$ cat config.mk
export PLATFORM = sky130hd
export DESIGN_NAME = vram_dma
export DESIGN_NICKNAME = d
export VERILOG_FILES = /design/src/rtl/vram_dma_pkg.sv /design/src/rtl/vram_dma_regs.sv /design/src/rtl/vram_dma_addr.sv /design/src/rtl/vram_dma_seq.sv /design/src/rtl/vram_dma.sv
export SDC_FILE = /design/constraint.sdc
export NUM_CORES = 1
export LEC_CHECK = 0
export ABC_AREA = 1
export CAP_MARGIN = 20
export CORE_AREA = 2 2 117 119
export DETAILED_ROUTE_END_ITERATION = 8
export DIE_AREA = 0 0 119 121
export HOLD_SLACK_MARGIN = 0.08
export PLACE_DENSITY = 0.5
export SLEW_MARGIN = 15
export SYNTH_ARGS = -nofsm -noshare
export SYNTH_HDL_FRONTEND = slang
export SYNTH_HIERARCHICAL = 1
export SYNTH_SLANG_ARGS = --single-unit
$ cat constraint.sdc
create_clock -name clk -period 2.9 [get_ports clk]
set_input_delay 0.435 -clock clk [delete_from_list [all_inputs] [get_ports clk]]
set_output_delay 0.435 -clock clk [all_outputs]
set_load 0.02 [all_outputs]
$ cat src/rtl/vram_dma_pkg.sv
package vram_dma_pkg;

  typedef enum logic [1:0] {
    ST_IDLE = 2'd0,
    ST_WAIT = 2'd1,
    ST_RD   = 2'd2,
    ST_WR   = 2'd3
  } seq_state_t;

  localparam int unsigned SEL_SRC_HI = 0;
  localparam int unsigned SEL_SRC_LO = 1;
  localparam int unsigned SEL_DST_HI = 2;
  localparam int unsigned SEL_DST_LO = 3;
  localparam int unsigned SEL_CTRL   = 4;

endpackage

$ cat src/rtl/vram_dma_regs.sv
module vram_dma_regs
  import vram_dma_pkg::*;
#(
  parameter int AW     = 16,
  parameter int OFF_W  = 13,
  parameter int RSEL_W = 3,
  parameter int BW     = 8
) (
  input  logic              clk,
  input  logic              rst,
  input  logic              reg_we,
  input  logic [RSEL_W-1:0] reg_addr,
  input  logic [BW-1:0]     reg_wdata,
  input  logic [BW-1:0]     status,
  output logic [AW-1:0]     src_base,
  output logic [AW-1:0]     dst_base,
  output logic              ctrl_wr,
  output logic [BW-1:0]     ctrl_val,
  output logic              src_ok,
  output logic [BW-1:0]     reg_rdata
);
  localparam int TAG_W = AW - OFF_W;
  localparam logic [TAG_W-1:0] VRAM_TAG = {1'b1, {(TAG_W-1){1'b0}}};

  logic [BW-1:0] src_hi_q, src_lo_q, dst_hi_q, dst_lo_q;

  always_ff @(posedge clk) begin
    if (rst) begin
      src_hi_q <= '0;
      src_lo_q <= '0;
      dst_hi_q <= '0;
      dst_lo_q <= '0;
    end else if (reg_we) begin
      case (reg_addr)
        RSEL_W'(SEL_SRC_HI): src_hi_q <= reg_wdata;
        RSEL_W'(SEL_SRC_LO): src_lo_q <= reg_wdata;
        RSEL_W'(SEL_DST_HI): dst_hi_q <= reg_wdata;
        RSEL_W'(SEL_DST_LO): dst_lo_q <= reg_wdata;
        default: ;
      endcase
    end
  end

  assign src_base  = {src_hi_q, src_lo_q};
  assign dst_base  = {dst_hi_q, dst_lo_q};
  assign ctrl_wr   = reg_we && (reg_addr == RSEL_W'(SEL_CTRL));
  assign ctrl_val  = reg_wdata;
  assign src_ok    = (src_base[AW-1:OFF_W] != VRAM_TAG);
  assign reg_rdata = (reg_addr == RSEL_W'(SEL_CTRL)) ? status : '1;

endmodule

$ cat src/rtl/vram_dma_addr.sv
module vram_dma_addr #(
  parameter int AW      = 16,
  parameter int OFF_W   = 13,
  parameter int UNIT_LG = 4
) (
  input  logic          clk,
  input  logic          rst,
  input  logic          load,
  input  logic          step,
  input  logic [AW-1:0] src_base,
  input  logic [AW-1:0] dst_base,
  output logic [AW-1:0] src_ptr,
  output logic [AW-1:0] dst_addr
);
  localparam int TAG_W = AW - OFF_W;
  localparam logic [TAG_W-1:0] VRAM_TAG = {1'b1, {(TAG_W-1){1'b0}}};

  logic [AW-1:0]    src_q;
  logic [OFF_W-1:0] dst_q;

  always_ff @(posedge clk) begin
    if (rst) begin
      src_q <= '0;
      dst_q <= '0;
    end else if (load) begin
      src_q <= {src_base[AW-1:UNIT_LG], {UNIT_LG{1'b0}}};
      dst_q <= {dst_base[OFF_W-1:UNIT_LG], {UNIT_LG{1'b0}}};
    end else if (step) begin
      src_q <= src_q + 1'b1;
      dst_q <= dst_q + 1'b1;
    end
  end

  assign src_ptr  = src_q;
  assign dst_addr = {VRAM_TAG, dst_q};

endmodule

$ cat src/rtl/vram_dma_seq.sv
module vram_dma_seq
  import vram_dma_pkg::*;
#(
  parameter int UNIT_LG = 4,
  parameter int LEN_W   = 7
) (
  input  logic           clk,
  input  logic           rst,
  input  logic           ctrl_wr,
  input  logic [LEN_W:0] ctrl_val,
  input  logic           src_ok,
  input  logic           hblank,
  output logic           load,
  output logic           step,
  output logic           mem_rd,
  output logic           mem_wr,
  output logic           stall,
  output logic [LEN_W:0] status
);
  seq_state_t         state_q;
  logic               active_q;
  logic               blank_q;
  logic [LEN_W-1:0]   len_q;
  logic [UNIT_LG-1:0] byte_q;
  logic               hb_q;

  logic hb_rise, mode_bit, stop_req, can_start, last_byte;

  assign hb_rise   = hblank && !hb_q;
  assign mode_bit  = ctrl_val[LEN_W];
  assign stop_req  = ctrl_wr && active_q && blank_q && !mode_bit;
  assign can_start = ctrl_wr && src_ok && !stop_req &&
                     (state_q == ST_IDLE || state_q == ST_WAIT);
  assign last_byte = (byte_q == {UNIT_LG{1'b1}});

  always_ff @(posedge clk) begin
    if (rst) begin
      state_q  <= ST_IDLE;
      active_q <= 1'b0;
      blank_q  <= 1'b0;
      len_q    <= '1;
      byte_q   <= '0;
      hb_q     <= 1'b0;
    end else begin
      hb_q <= hblank;
      if (stop_req) begin
        active_q <= 1'b0;
        state_q  <= ST_IDLE;
      end else if (can_start) begin
        active_q <= 1'b1;
        blank_q  <= mode_bit;
        len_q    <= ctrl_val[LEN_W-1:0];
        byte_q   <= '0;
        state_q  <= mode_bit ? ST_WAIT : ST_RD;
      end else begin
        case (state_q)
          ST_WAIT: if (hb_rise) state_q <= ST_RD;
          ST_RD:   state_q <= ST_WR;
          ST_WR: begin
            byte_q <= byte_q + 1'b1;
            if (last_byte) begin
              len_q <= len_q - 1'b1;
              if (len_q == '0) begin
                active_q <= 1'b0;
                state_q  <= ST_IDLE;
              end else begin
                state_q <= blank_q ? ST_WAIT : ST_RD;
              end
            end else begin
              state_q <= ST_RD;
            end
          end
          default: ;
        endcase
      end
    end
  end

  assign load   = can_start;
  assign step   = (state_q == ST_WR);
  assign mem_rd = (state_q == ST_RD);
  assign mem_wr = (state_q == ST_WR);
  assign stall  = (state_q == ST_RD) || (state_q == ST_WR);
  assign status = {!active_q, len_q};

endmodule

$ cat src/rtl/vram_dma.sv
module vram_dma #(
  parameter int AW      = 16,
  parameter int OFF_W   = 13,
  parameter int UNIT_LG = 4,
  parameter int LEN_W   = 7,
  parameter int RSEL_W  = 3,
  parameter int DW      = 8
) (
  input  logic              clk,
  input  logic              rst,
  input  logic              reg_we,
  input  logic [RSEL_W-1:0] reg_addr,
  input  logic [LEN_W:0]    reg_wdata,
  output logic [LEN_W:0]    reg_rdata,
  input  logic              hblank,
  output logic [AW-1:0]     mem_addr,
  output logic              mem_rd,
  output logic              mem_wr,
  output logic [DW-1:0]     mem_wdata,
  input  logic [DW-1:0]     mem_rdata,
  output logic              cpu_stall
);
  localparam int BW = LEN_W + 1;

  logic [AW-1:0] src_base, dst_base, src_ptr, dst_addr;
  logic          ctrl_wr, src_ok, load, step;
  logic [BW-1:0] ctrl_val, status;

  vram_dma_regs #(.AW(AW), .OFF_W(OFF_W), .RSEL_W(RSEL_W), .BW(BW)) u_regs (
    .clk(clk), .rst(rst), .reg_we(reg_we), .reg_addr(reg_addr),
    .reg_wdata(reg_wdata), .status(status), .src_base(src_base),
    .dst_base(dst_base), .ctrl_wr(ctrl_wr), .ctrl_val(ctrl_val),
    .src_ok(src_ok), .reg_rdata(reg_rdata)
  );

  vram_dma_seq #(.UNIT_LG(UNIT_LG), .LEN_W(LEN_W)) u_seq (
    .clk(clk), .rst(rst), .ctrl_wr(ctrl_wr), .ctrl_val(ctrl_val),
    .src_ok(src_ok), .hblank(hblank), .load(load), .step(step),
    .mem_rd(mem_rd), .mem_wr(mem_wr), .stall(cpu_stall), .status(status)
  );

  vram_dma_addr #(.AW(AW), .OFF_W(OFF_W), .UNIT_LG(UNIT_LG)) u_addr (
    .clk(clk), .rst(rst), .load(load), .step(step),
    .src_base(src_base), .dst_base(dst_base),
    .src_ptr(src_ptr), .dst_addr(dst_addr)
  );

  assign mem_addr  = mem_wr ? dst_addr : src_ptr;
  assign mem_wdata = mem_rdata;

endmodule

=== Word-level counts from Yosys, hierarchy flattened ===
Index checks and enable logic that the tools add are counted.
Widths: inputs -> output; s select.

* Bits of input ports: 23
* Bits in registers: 74

* Equal/unequal tests: 10
* Add/sub/neg operators: 4
* Bitwise gates (word level): 1
* Muxes and demuxes: 22
* Reduce and logical (&&, ||, !) cells: 32

{| class="wikitable"
|+ Operators by type and width
! kind !! count
|-
| $mux 16 || 3
|-
| $mux 13 || 2
|-
| $mux 7 || 3
|-
| $add 16x1->16 const B || 1
|-
| $reduce_and 2->1 || 7
|-
| $add 13x1->13 const B || 1
|-
| $mux 2 || 6
|-
| $logic_and 1x1->1 || 8
|-
| $mux 4 || 2
|-
| $mux 8 || 1
|-
| $logic_not 7->1 || 1
|-
| $sub 7x1->7 const B || 1
|-
| $eq 3x2->1 const B || 2
|-
| $pmux 2 s3 || 1
|-
| $reduce_and 3->1 || 2
|-
| $reduce_bool 2->1 || 3
|-
| $add 4x1->4 const B || 1
|-
| $eq 2x2->1 const B || 2
|-
| $eq 4x4->1 const B || 1
|-
| $logic_not 1->1 || 4
|-
| $mux 1 || 4
|-
| $reduce_bool 4->1 || 1
|-
| $reduce_or 2->1 || 2
|-
| $eq 3x1->1 const B || 1
|-
| 8 further kinds || 9
|}

=== Depth between registers and ports, before layout ===
* Depth after elaboration: 10
* Gate-level depth with buffers: 15
* Depth with buffers taken out: 15

=== Cells and area by module ===
Netlist, hierarchy kept.

{| class="wikitable"
|+ By module, submodules not included
! module !! area an instance (um^2) !! instances !! cells an instance
|-
| vram_dma_addr || 1742.9 || 1 || 267
|-
| vram_dma_regs || 1426.4 || 1 || 213
|-
| vram_dma_seq || 1014.7 || 1 || 151
|-
| vram_dma || 304.0 || 1 || 60
|}

=== Worst setup path after synthesis ===
No wires, ideal clock.

* Path type: input -> register
* Start point: input reg_addr[0]
* End point: register u_addr.src_q[12] (netlist: u_addr/src_ptr[12])
* Setup time: 70 ps
* Stages on the path: 14
* Setup slack: 896 ps
* Data arrival time: 1934 ps
* Path through: nor2_2 -> nand2_4 -> nor2_1 -> nand2_1 -> inv_1 -> nand2_2 -> nand3_4 -> inv_2 -> inv_2 -> nand2_1 -> inv_2 -> buf_2 -> nand3_1 -> a21oi_1

* Cells in the longest elaborated chain, start to end: 9

{| class="wikitable"
|+ RTL lines
! what !! line !! source
|-
| from (decl) || vram_dma.sv:12 || <nowiki>input logic [RSEL_W-1:0] reg_addr,</nowiki>
|-
| $eq 3x3->1 (*) || vram_dma_regs.sv:46 || <nowiki>assign ctrl_wr = reg_we && (reg_addr == RSEL_W'(SEL_CTRL));</nowiki>
|-
| $logic_and 1x1->1 (*) || vram_dma_regs.sv:46 ||
|-
| named net ctrl_wr || vram_dma.sv:26 || <nowiki>logic ctrl_wr, src_ok, load, step;</nowiki>
|-
| $logic_and 1x1->1 (3 in series) || vram_dma_seq.sv:31 || <nowiki>assign stop_req = ctrl_wr && active_q && blank_q && !mode_bit;</nowiki>
|-
| $logic_not 1->1 || vram_dma_seq.sv:32 || <nowiki>assign can_start = ctrl_wr && src_ok && !stop_req &&</nowiki>
|-
| $logic_and 1x1->1 (*) (2 in series) || vram_dma_seq.sv:32 ||
|-
| named net load || vram_dma.sv:26 ||
|-
| $mux 16 or $reduce_bool 2->1 (tied branches) || -- ||
|-
| to (signal assigned) || vram_dma_addr.sv:26 || <nowiki>src_q <= {src_base[AW-1:UNIT_LG], {UNIT_LG{1'b0}}};</nowiki>
|-
| to (signal assigned) || vram_dma_addr.sv:29 || <nowiki>src_q <= src_q + 1'b1;</nowiki>
|-
| to (decl) || vram_dma_addr.sv:18 || <nowiki>logic [AW-1:0] src_q;</nowiki>
|}

The timed path passes the listed nets; every way through them passes the cells marked *.
A chain may end at the register's enable or synchronous reset.

=== Final worst setup path ===
* Start point: register u_seq.state_q[0]
* End point: output mem_addr[11]

* Cells in the longest elaborated chain, start to end: 2

{| class="wikitable"
|+ RTL lines
! what !! line !! source
|-
| from (decl) || vram_dma_seq.sv:20 || <nowiki>seq_state_t state_q;</nowiki>
|-
| from (signal assigned) || vram_dma_seq.sv:54 || <nowiki>state_q <= mode_bit ? ST_WAIT : ST_RD;</nowiki>
|-
| from (signal assigned) || vram_dma_seq.sv:67 || <nowiki>state_q <= blank_q ? ST_WAIT : ST_RD;</nowiki>
|-
| $eq 2x2->1 || vram_dma_seq.sv:82 || <nowiki>assign mem_wr = (state_q == ST_WR);</nowiki>
|-
| $mux 16 || vram_dma.sv:48 || <nowiki>assign mem_addr = mem_wr ? dst_addr : src_ptr;</nowiki>
|-
| to (decl) || vram_dma.sv:16 || <nowiki>output logic [AW-1:0] mem_addr,</nowiki>
|}

No other way between the ends.

==> results.tsv <==
stage	metric	value	unit
timing	max_freq	0.393	GHz
clocking	clock_insertion_delay_worst_skew	0.34	ns
grt	grt_start_max_net_pins	29	
timing	fin_hold_ws	0.468	ns
hold_path	hold_path_class	reg2reg	
route	postRouteWirelength	11200	um
hold_path	timing.hold.worst.start	u_regs/dst_lo_q[4]$_SDFFE_PP0P_	
die	start_util	31.2	%
setup_path	cpMaxStageDelayCell	sky130_fd_sc_hd__clkdlybuf4s50_1	
route	route.antenna.remaining_nets	0	
clocking	post_cts.repair.setup_buffers	0	
grt	global_route_wire_length_before_repair	18800	um
die	die_height	121	um
setup_path	regToRegStartpoint	u_seq/state_q[0]$_SDFFE_PP0P_	
clocking	numClockSinks	66	
hold_path	timing.hold.worst_endpoint	u_addr/dst_q[4]$_SDFFE_PP0P_	
grt	grt_antenna_before_repair	0	
finish	area_growth_syn_to_layout	17.8	%
timing	hold_viol	0	
setup_path	cp_max_fo	28	
setup_path	arrival_worst_endpoint	2.11	ns
clocking	max_clock_buf_depth	2	
die	top_level_ports	58	
setup_path	critPathKind	reg2out	
route	dr_total_vias	3974	
synthesis	synthesis.instances	636	
timing	drv_slew	0	
grt	global_route.overflow_total	0	
pwr	p_per_area	457	nW/um^2
clocking	cts_tree	yes	
timing	rsz_0062_raised_after_global_routing	no	
setup_path	timing.critical_path.from_type	flip-flop	
setup_path	worst-endpoint-required	2.47	ns
clocking	cts_made_buffers	9	
die	placement_rows	42	
clocking	cts_hold_buffers	0	
pwr	p_leak	1.98	nW
setup_path	cp-end-kind	primary output	
route	detail_route.iter0.violations	228	
finish	fin_nets	688	
route	drt_pre_antenna_iters	5	
synthesis	synth_warnings	6	
route	drc_errors	0	
placement	place_inst	825	
synthesis	avgSynthCellArea	6.43	um^2
finish	fin_cells	841	
setup_path	path_common_cell	sky130_fd_sc_hd__nand2_1	
finish	n_antenna_cell	0	
finish	layout.cells.most_common	sky130_fd_sc_hd__nand2_1	
timing	finalSetupTns	0	ns
status	status	finished, final reports clean	
finish	final_layout_size_suffix_gt1_share	9.92	%
timing	worst_slew_margin_rel	60.9	%
setup_path	reg2regPathDepth	9	
die	die-area	14400	um^2
placement	port_buffers	41	
timing	setup_viol	0	
timing	finalCritPeriodShare	87.8	%
route	drt-wirelength-per-cell	13.4	um
finish	final_cell_mix	sky130_fd_sc_hd__nand2_1, sky130_fd_sc_hd__nor2_1, sky130_fd_sc_hd__dfxtp_1	
grt	gr-usage-all-layers	16.4	%
route	routed_via_density	4.73	
clocking	cts-root-buf	sky130_fd_sc_hd__clkbuf_16	
die	die_w	119	um
placement	detailed_place_hpwl	8430	um
flow_run	maxCapViolCount	0	
grt	grt_pass1_vias	3750	
pwr	max-vdd-ir-drop	0.000256	V
setup_path	ff2ff_setup_slack	0.90	ns
setup_path	critical_path.cell_chain	nand2_1, inv_1, buf_4, nand2_1, nand2_1, clkdlybuf4s50_1	
timing	postLayoutSetupSlackWorst	0.354	ns
clocking	cts.clk_slew.worst_paths	0.05	ns
placement	finalWeightedCongestion	0.854	
synthesis	synthesis.area	4090	um^2
placement	preCtsSetupSlack	0.263	ns
timing	least_margin_pin_slew	0.585	ns
timing	min_period	2.55	ns
timing	clock_skew	0.00450	ns
setup_path	r2r_end	u_addr/src_ptr[6]$_SDFFE_PP0P_	
die	design.core.area	13100	um^2
clocking	cts_htree_levels	3	
hold_path	min_path_cells	2	
clocking	ctsResizeCount	0	
setup_path	cpPeakStageDelay	0.60	ns
[sequential cells by signal, summed over array words and instances, names as in the netlist]
signal and cells:
u_regs/dst_lo_q 4, u_addr/src_ptr 16, u_regs/dst_hi_q 5, u_addr/dst_q 13
u_seq/hb_q 1, u_regs/src_hi_q 8, u_seq/blank_q 1, u_regs/src_lo_q 4
u_seq/state_q 2, u_seq/active_q 1, u_seq/byte_q 4, u_seq/len_q 7
[power breakdown]
group          switching [mW]  internal, mW
clock                   0.399         0.712
combinational          0.0913        0.0567
sequential             0.0157         0.925
total                   0.506          1.69
[stage by stage]
step           cell area, um^2  total power, mW  util, %
2_1_floorplan             4090             1.07        -
3_3_place_gp              4520             1.11     34.5
3_5_place_dp              4520             1.11     34.5
4_1_cts                   4820             2.23     36.8
5_1_grt                   4820             2.29     36.8
6_report                  4820             2.20     36.8
[worst max-delay path by stage]
| stage | from | endpoint | slack (ns) | cells after the start |
|---|---|---|---|---|
| global route | u_seq/state_q[0]$_SDFFE_PP0P_ | mem_addr[7] | 0.15 | 7 |
| floorplan | reg_addr[0] | u_addr/src_ptr[12]$_SDFFE_PP0P_ | 0.90 | 14 |
| detailed placement | reg_addr[0] | u_addr/dst_q[3]$_SDFFE_PP0P_ | 0.26 | 13 |
| finish | u_seq/state_q[0]$_SDFFE_PP0P_ | mem_addr[11] | 0.35 | 6 |
| CTS | u_seq/state_q[0]$_SDFFE_PP0P_ | mem_addr[11] | 0.30 | 6 |
| global placement | reg_addr[0] | u_addr/dst_q[3]$_SDFFE_PP0P_ | 0.37 | 13 |
[routing by layer]
metal  GRT usage, %  vias to the layer above  share of wire, %
met5              0                        -                 0
met4           5.80                        0               1.6
met3           4.09                       13               5.1
met2           25.8                       96                44
met1           21.8                     1795                50
li1               -                     2070                 -
[layout make-up]
cell class	instances	area [um^2]
flip-flops and latches	66	1320
multi-input cells	467	2230
well taps	176	220
inverters	63	241
clock buffers	14	264
repair buffers	53	500
fillers	1396	8270
clock inverters	2	35.0
[critical path, delay by kind of cell (launching register included)]
kind | cells | cell delay (ns)
flops | 1 | 0.45
simple gates | 3 | 0.34
buf+inv | 3 | 0.95
Note: power is estimated with default switching activity, not from simulation.
